--- src/rtl/fm_pkg.sv ---
package fm_pkg;
  typedef enum logic [2:0] {
    ST_IDLE  = 3'd0,
    ST_WAIT  = 3'd1,
    ST_GATE  = 3'd2,
    ST_DONE  = 3'd3,
    ST_NOSIG = 3'd4
  } fm_state_e;
endpackage

--- src/rtl/fm_edge_sync.sv ---
module fm_edge_sync #(
  parameter int STAGES = 2
) (
  input  logic clk,
  input  logic rst_n,
  input  logic sig_in,
  output logic rise_o
);
  localparam int DEPTH = STAGES + 1;

  logic [DEPTH-1:0] chain_q;

  // Stage 0 samples the asynchronous pin; later stages settle and keep history.
  always_ff @(posedge clk) begin
    if (!rst_n) chain_q[0] <= 1'b0;
    else        chain_q[0] <= sig_in;
  end

  for (genvar i = 1; i < DEPTH; i++) begin : g_stage
    always_ff @(posedge clk) begin
      if (!rst_n) chain_q[i] <= 1'b0;
      else        chain_q[i] <= chain_q[i-1];
    end
  end

  assign rise_o = chain_q[STAGES-1] & ~chain_q[STAGES];
endmodule

--- src/rtl/fm_wrap_counter.sv ---
module fm_wrap_counter #(
  parameter int W = 32
) (
  input  logic         clk,
  input  logic         rst_n,
  input  logic         clr,
  input  logic         inc,
  output logic [W-1:0] cnt,
  output logic         wrap
);
  // Returns {carry, sum} of a single increment.
  function automatic logic [W:0] step(input logic [W-1:0] v);
    return {1'b0, v} + {{W{1'b0}}, 1'b1};
  endfunction

  logic [W:0] nxt;

  assign nxt  = step(cnt);
  assign wrap = inc & ~clr & nxt[W];

  always_ff @(posedge clk) begin
    if (!rst_n)   cnt <= '0;
    else if (clr) cnt <= '0;
    else if (inc) cnt <= nxt[W-1:0];
  end
endmodule

--- src/rtl/recip_freq_meter.sv ---
module recip_freq_meter #(
  parameter int CNT_W    = 32,
  parameter int MIN_GATE = 5000000,
  parameter int TO_W     = 32,
  parameter int SYNC_STG = 2
) (
  input  logic             clk,
  input  logic             rst_n,
  input  logic             sig_in,
  input  logic             arm,
  input  logic [TO_W-1:0]  timeout_ticks,
  output logic [CNT_W-1:0] cycle_count,
  output logic [CNT_W-1:0] ref_count,
  output logic             done,
  output logic             no_signal,
  output logic             overflow
);
  import fm_pkg::*;

  localparam logic [CNT_W-1:0] GATE_TICKS = CNT_W'(MIN_GATE);

  // True when the tick count after this cycle's increment meets the gate.
  function automatic logic gate_reached(input logic [CNT_W-1:0] ticks);
    return (ticks + CNT_W'(1)) == GATE_TICKS;
  endfunction

  // True when this waiting cycle is the last one allowed by the timeout.
  function automatic logic wait_expired(input logic [TO_W-1:0] waited,
                                        input logic [TO_W-1:0] limit);
    return (limit != '0) && (waited == limit - TO_W'(1));
  endfunction

  fm_state_e state_q, state_d;
  logic      edge_evt, waiting, gating;
  logic      start_evt, stop_evt, timeout_evt, wrap_evt;
  logic      gate_met_q, gate_now;
  logic      ref_wrap, cyc_wrap;
  logic [TO_W-1:0] wait_q;

  fm_edge_sync #(.STAGES(SYNC_STG)) u_sync (
    .clk(clk), .rst_n(rst_n), .sig_in(sig_in), .rise_o(edge_evt)
  );

  assign waiting     = (state_q == ST_WAIT);
  assign gating      = (state_q == ST_GATE);
  assign start_evt   = waiting & edge_evt & ~arm;
  assign gate_now    = gate_met_q | gate_reached(ref_count);
  assign stop_evt    = gating & edge_evt & gate_now & ~arm;
  assign timeout_evt = waiting & ~edge_evt & ~arm & wait_expired(wait_q, timeout_ticks);
  assign wrap_evt    = ref_wrap | cyc_wrap;

  fm_wrap_counter #(.W(CNT_W)) u_ref_cnt (
    .clk(clk), .rst_n(rst_n), .clr(arm | start_evt), .inc(gating),
    .cnt(ref_count), .wrap(ref_wrap)
  );

  fm_wrap_counter #(.W(CNT_W)) u_cyc_cnt (
    .clk(clk), .rst_n(rst_n), .clr(arm | start_evt), .inc(gating & edge_evt),
    .cnt(cycle_count), .wrap(cyc_wrap)
  );

  always_comb begin
    state_d = state_q;
    if (arm)              state_d = ST_WAIT;
    else if (start_evt)   state_d = ST_GATE;
    else if (timeout_evt) state_d = ST_NOSIG;
    else if (stop_evt)    state_d = ST_DONE;
  end

  always_ff @(posedge clk) begin
    if (!rst_n) begin
      state_q    <= ST_IDLE;
      gate_met_q <= 1'b0;
      overflow   <= 1'b0;
      wait_q     <= '0;
    end else begin
      state_q <= state_d;
      if (arm | start_evt)         gate_met_q <= 1'b0;
      else if (gating & gate_now)  gate_met_q <= 1'b1;
      if (arm)           overflow <= 1'b0;
      else if (wrap_evt) overflow <= 1'b1;
      if (arm)          wait_q <= '0;
      else if (waiting) wait_q <= wait_q + TO_W'(1);
    end
  end

  assign done      = (state_q == ST_DONE);
  assign no_signal = (state_q == ST_NOSIG);
endmodule

--- config.mk ---
export PLATFORM = sky130hd
export DESIGN_NAME = recip_freq_meter
export DESIGN_NICKNAME = d
export VERILOG_FILES = /design/src/rtl/fm_pkg.sv /design/src/rtl/fm_edge_sync.sv /design/src/rtl/fm_wrap_counter.sv /design/src/rtl/recip_freq_meter.sv
export SDC_FILE = /design/constraint.sdc
export NUM_CORES = 1
export LEC_CHECK = 0
export CAP_MARGIN = 25
export CORE_MARGIN = 4
export CORE_UTILIZATION = 35
export DETAILED_ROUTE_END_ITERATION = 10
export GPL_TIMING_DRIVEN = 0
export SYNTH_ARGS = -nofsm -noshare
export SYNTH_HDL_FRONTEND = slang
export SYNTH_SLANG_ARGS = --single-unit
--- constraint.sdc ---
create_clock -name clk -period 6.6 [get_ports clk]
set_input_delay 0.66 -clock clk [delete_from_list [all_inputs] [get_ports clk]]
set_output_delay 0.66 -clock clk [all_outputs]
set_load 0.02 [all_outputs]
# Word-level counts from Yosys, hierarchy flattened
# Cells that the tools add are included.
classes:
  bitwise: 22
  eq_ne: 6
  addsub: 5
  n_reduce_logical: 8
  muxes: 4
ops:
  columns: ["cell", "n"]
  rows:
  - ["$add 32x1->33 const B", 2]
  - ["$add 32x1->32 const B", 2]
  - ["$eq 32x23->1 const B", 1]
  - ["$eq 32x32->1", 1]
  - ["$reduce_bool 32->1", 1]
  - ["$sub 32x1->32 const B", 1]
  - ["$and 1x1->1", 14]
  - ["$eq 3x2->1 const B", 2]
  - ["$mux 3", 2]
  - ["$not 1->1", 5]
  - ["$reduce_bool 4->1", 1]
  - ["$reduce_or 2->1", 2]
  - ["$eq 3x1->1 const B", 1]
  - ["$eq 3x3->1 const B", 1]
  - ["$or 1x1->1", 3]
  - ["$reduce_bool 3->1", 1]
  - ["$reduce_or 3->1", 1]
  - ["$mux 2", 1]
  - ["$reduce_bool 2->1", 1]
  - ["$logic_and 1x1->1", 1]
  - ["$mux 1", 1]
word_totals:
  input_bits: 36
  reg_bits: 104
  out_inout_bits: 67
  wordCells: 56

# Logic depth before layout (Yosys ltp)
depth:
  depth_word: 9
  ltp_mapped: 11
  mapped_depth_nobuf: 10

# By module
# A second synthesis with hierarchy kept.
unflattened:
  cells_unflattened: 761
  area_unflattened_um2: 6208.5
modules_own_cells:
  columns: ["mod", "seq_area_each_um2", "area_per_inst_um2", "instances", "cells_per_inst"]
  rows:
  - ["fm_wrap_counter", 640.6, 1549.0, 2, 181]
  - ["recip_freq_meter", 740.7, 3017.9, 1, 392]
  - ["fm_edge_sync", 60.1, 92.6, 1, 7]

# Least setup slack after synthesis
# OpenSTA, ideal clock, no wires.
synth_timing:
  path_type: "input to register"
  from: "in timeout_ticks[0]"
  to: "reg state_q[0]"
  t_arrival_ns: 2.781
  path_buffers: 1
  cell_stages: 10
  setup_ns: 0.127
  t_required_ns: 6.473
  setup_slack_ns: 3.692
  path_cell_list: "inv_1 -> ha_1 -> or4b_1 -> buf_2 -> or4_4 -> nor3_1 -> o22ai_1 -> nor4_1 -> nand4_1 -> nor3b_2"
synth_via:
  elab_chain_cells: 7
  word_cells_on_any_way: 9
  classes_between: "1 x add/sub; 1 x eq/ne; 3 x mux; 1 x bitwise; 3 x reduce/logical"
synth_rtl:
  columns: ["element", "line_no", "rtl"]
  rows:
  - ["from (decl)", "recip_freq_meter.sv:11", "input logic [TO_W-1:0] timeout_ticks,"]
  - ["$sub 32x1->32", "recip_freq_meter.sv:30", "return (limit != '0) && (waited == limit - TO_W'(1));"]
  - ["$eq 32x32->1", "recip_freq_meter.sv:30", null]
  - ["$logic_and 1x1->1 *", "recip_freq_meter.sv:30", null]
  - ["$and 1x1->1 *", "recip_freq_meter.sv:49", "assign timeout_evt = waiting & ~edge_evt & ~arm & wait_expired(wait_q, timeout_ticks);"]
  - ["$mux 3", "recip_freq_meter.sv:66", "else if (timeout_evt) state_d = ST_NOSIG;"]
  - ["$mux 2", "recip_freq_meter.sv:65", "else if (start_evt) state_d = ST_GATE;"]
  - ["$mux 1", "recip_freq_meter.sv:64", "if (arm) state_d = ST_WAIT;"]
  - ["to (signal assigned)", "recip_freq_meter.sv:77", "state_q <= state_d;"]
  - ["to (decl)", "recip_freq_meter.sv:33", "fm_state_e state_q, state_d;"]
# Every way passes the cells marked *; elsewhere a longest branch is shown, timed or not.
# A chain may end at the register's enable or synchronous reset.

# Final worst setup path
# Same ends and word-level chain as after synthesis.

==> results.yml <==
drt:
  wl_per_cell_um: 14.6
  firstDrtPassIters: 5
  drtIter0Drc: 245
  vias: 5761
  vias_per_cell: 5.13
  ant_nets: 0
  drc: 0
  routed_wl_um: 16400
cells_and_area:
  fillers: 1745
  area_growth_pct: 25.3
  drive_gt1_share_pct: 3.90
  seq_area_um2: 2080
  final_nets: 932
  diodes: 0
  multi_input_area_um2: 3940
  final_area_um2: 7800
logic_synthesis:
  synthesis.nets: 822
  ys_types: 64
  ys_seq_elements: 104
  avgSynthCellArea_um2: 7.96
  synth-xor-area-share_pct: 17.3
  yosysSeqAreaShare_pct: 33.5
  yosys_most_used_dff: "dfxtp_1"
  synth_edf_count: 0
  synth.area.mux_share_pct: 1.77
  synth-compound-area-share_pct: 8.17
  synth-async-reset-ratio_pct: 0
  synth-simple-area-share_pct: 35.3
  synth_top_family_by_area: "simple AND/OR/NAND/NOR gates"
  ys_warn_count: 0
  synthAdderAreaFrac_pct: 0.805
  syn-cell-area_um2: 6220
  synth_cells: 782
clock_tree:
  cts_resized: 0
  clock_path_buffers: 2
  hold_buffers: 0
  htreeDepth: 3
  cts_sinks: 104
  cts_root_buf: "clkbuf_16"
  cts_setup_buffers: 0
  clock_latency_ns: 0.35
  cts_made_buffers: 9
  cts_tree: "yes"
  clkTransAtPathRegs_ns: 0.07
critical_path:
  path_max_fanout: 8
  arrival_ns: 3.76
  crit_chain: "clkdlybuf4s50_1 > inv_1 > ha_1 > or4b_1 > buf_2 > nand4bb_1 > nor3_1 > xnor2_1 > nand4b_1 > nor4_1 > nand4_1 > nor3b_2"
  critPathSlowestCell: "clkdlybuf4s50_1"
  rr_startpoint: "u_ref_cnt.cnt[9]$_SDFFE_PP0N_"
  cp-end-kind: "flip-flop"
  critPathLaunch: "timeout_ticks[0]"
  critPathLaunchType: "input port"
  cp_top_family: "simple AND/OR/NAND/NOR gates"
  critical_path_class: "input port to flip-flop"
  slowest_delay_ns: 0.50
  worst-path-buf-inv: 3
  critPathRequiredTime_ns: 6.84
floorplan:
  core_um2: 17400
  start_util_pct: 35.8
  die_w_um: 141
  die_h_um: 141
  die-area_um2: 20000
  ios: 103
  rows: 48
grt:
  grtUsageMet1_pct: 21.9
  overflow: 0
  grt_pass1_vias: 5432
  antenna_found_initial: 0
  grt_start_max_net_pins: 18
  grtUsageTotal_pct: 16.0
  use_met2_pct: 25.2
  grt_first_pass_wirelength_um: 26600
  grt_busiest_layer: "met2"
  use_met3_pct: 4.01
power:
  seqPwrFrac_pct: 49.6
  sw_frac_of_total_pct: 23.5
  comb_power_share_pct: 6.6
  peakVddDrop_mv: 0.122
  power_density_nw_per_um2: 163
  p_int_uw: 972
  clock_power_share_pct: 43.8
  p_sw_uw: 298
  p_leak_nw: 2.51
placed_design:
  dp_hpwl_um: 12300
  placed_cell_area_um2: 7490
  globalplace.congestion: 0.851
  port_buffers: 99
sta:
  worstMarginPinSlew_ns: 0.712
  hold_violations: 0
  slew_violations: 0
  rsz0062_at_grt: "false"
  timing.final.crit_share_pct: 53.4
  finalSetupViolCount: 0
  setup_tns_ns: 0
  fin_skew_ns: 0.0122
  fmax_mhz: 284
  min_period_ns: 3.52
  relSlewSlack_pct: 52.1
flow_run:
  drv_cap: 0
worst_hold_path:
  hp-class: "flip-flop to flip-flop"
  min_from: "u_sync.chain_q[0]$_SDFF_PN0_"
outcome:
  status: "complete, no violations"
[Yosys cell counts (3+ instances only)]
library cell | n | share of area, %
nor2_1 | 119 | 7.2
dfxtp_1 | 104 | 33
xor2_1 | 66 | 9.3
nand2_1 | 62 | 3.7
xnor2_1 | 57 | 8.0
nand3_1 | 49 | 3.9
clkbuf_1 | 30 | 1.8
a21oi_1 | 27 | 2.2
nor3_1 | 26 | 2.1
nand4_1 | 22 | 2.2
and3_1 | 18 | 1.8
o21ai_0 | 18 | 1.4
inv_1 | 17 | 1.0
or3_1 | 17 | 1.7
nor4_1 | 15 | 1.5
and2_1 | 12 | 1.2
mux2i_1 | 11 | 1.8
nand2b_1 | 9 | 0.91
a31oi_1 | 7 | 0.70
nor2b_1 | 7 | 0.70
and4_1 | 6 | 0.84
nand4b_1 | 6 | 0.84
a211oi_1 | 5 | 0.60
or4_1 | 5 | 0.60
and4b_1 | 4 | 0.64
ha_1 | 4 | 0.80
a211o_1 | 3 | 0.42
nand3b_1 | 3 | 0.36
nor3b_1 | 3 | 0.36
nor4_2 | 3 | 0.60
nor4_4 | 3 | 1.0
or2_2 | 3 | 0.30
[flip-flops by register name, summed over array words and instances, names as in the netlist]
name / count
u_ref_cnt.cnt: 32
gate_met_q: 1
wait_q: 32
u_sync.chain_q: 3
state_q: 3
u_cyc_cnt.cnt: 32
overflow: 1
[power groups by stage]
stage	Combinational (mW)	Sequential [mW]	Clock, mW
6_report	0.0834	0.630	0.556
5_1_grt	0.0918	0.630	0.593
4_1_cts	0.0837	0.630	0.572
3_5_place_dp	0.0831	0.644	0
3_3_place_gp	0.0832	0.644	0
2_1_floorplan	0.0419	0.644	0
[per-layer routing]
layer  routed length [µm]  up-vias  part of all wire [%]
li1                     -     2963                     -
met1                 8180     2660                    50
met2                 7010      125                    43
met3                 1020       13                   6.2
met4                  189        0                   1.2
met5                    0        -                     0
[cells by family after synthesis]
family / Yosys count
xor+xnor: 123
simple gates: 408
compound gates: 81
mux: 11
fa+ha+maj: 4
buf+inv: 51
flops: 104
[cells in the final DEF (no fill, tap or decap), types with 22 or more instances in the layout]
master             n
nand2_1           62
nand3_1           49
a21oi_1           27
xor2_1            66
nor3_1            26
nor2_1           119
clkdlybuf4s50_1   99
clkbuf_1          30
xnor2_1           57
dfxtp_1          104
nand4_1           22
[stage by stage]
step | setup WS, ns | hold WS, ns | utilization [%] | instances | total power, mW
6_report | 3.08 | 0.444 | 44.9 | 1122 | 1.27
5_1_grt | 2.77 | 0.461 | 44.9 | 1122 | 1.31
4_1_cts | 3.09 | 0.449 | 44.9 | 1122 | 1.29
3_5_place_dp | 2.71 | 0.430 | 43.2 | 1106 | 0.728
3_3_place_gp | 2.70 | 0.434 | 43.2 | 1106 | 0.728
2_1_floorplan | 3.69 | 0.412 | - | 782 | 0.686
[final timing paths]
kind	end	slack, ns	cells past startpoint
max	state_q[0]$_SDFFE_PN0P_	3.08	12
min	u_sync.chain_q[1]$_SDFF_PN0_	0.44	1
max reg2reg	state_q[0]$_SDFFE_PN0P_	3.42	10
min reg2reg	u_sync.chain_q[1]$_SDFF_PN0_	0.44	1
[layout make-up]
| class | instances | share of cell area [%] |
|---|---|---|
| well taps | 225 | 3.61 |
| clock buffers | 10 | 3.06 |
| plain buffers | 34 | 1.68 |
| flip-flops and latches | 104 | 26.7 |
| clock inverters | 6 | 0.834 |
| multi-input cells | 627 | 50.6 |
| inverters | 17 | 0.818 |
| repair buffers | 99 | 12.7 |
No activity file was read; power rests on OpenSTA's default activity.
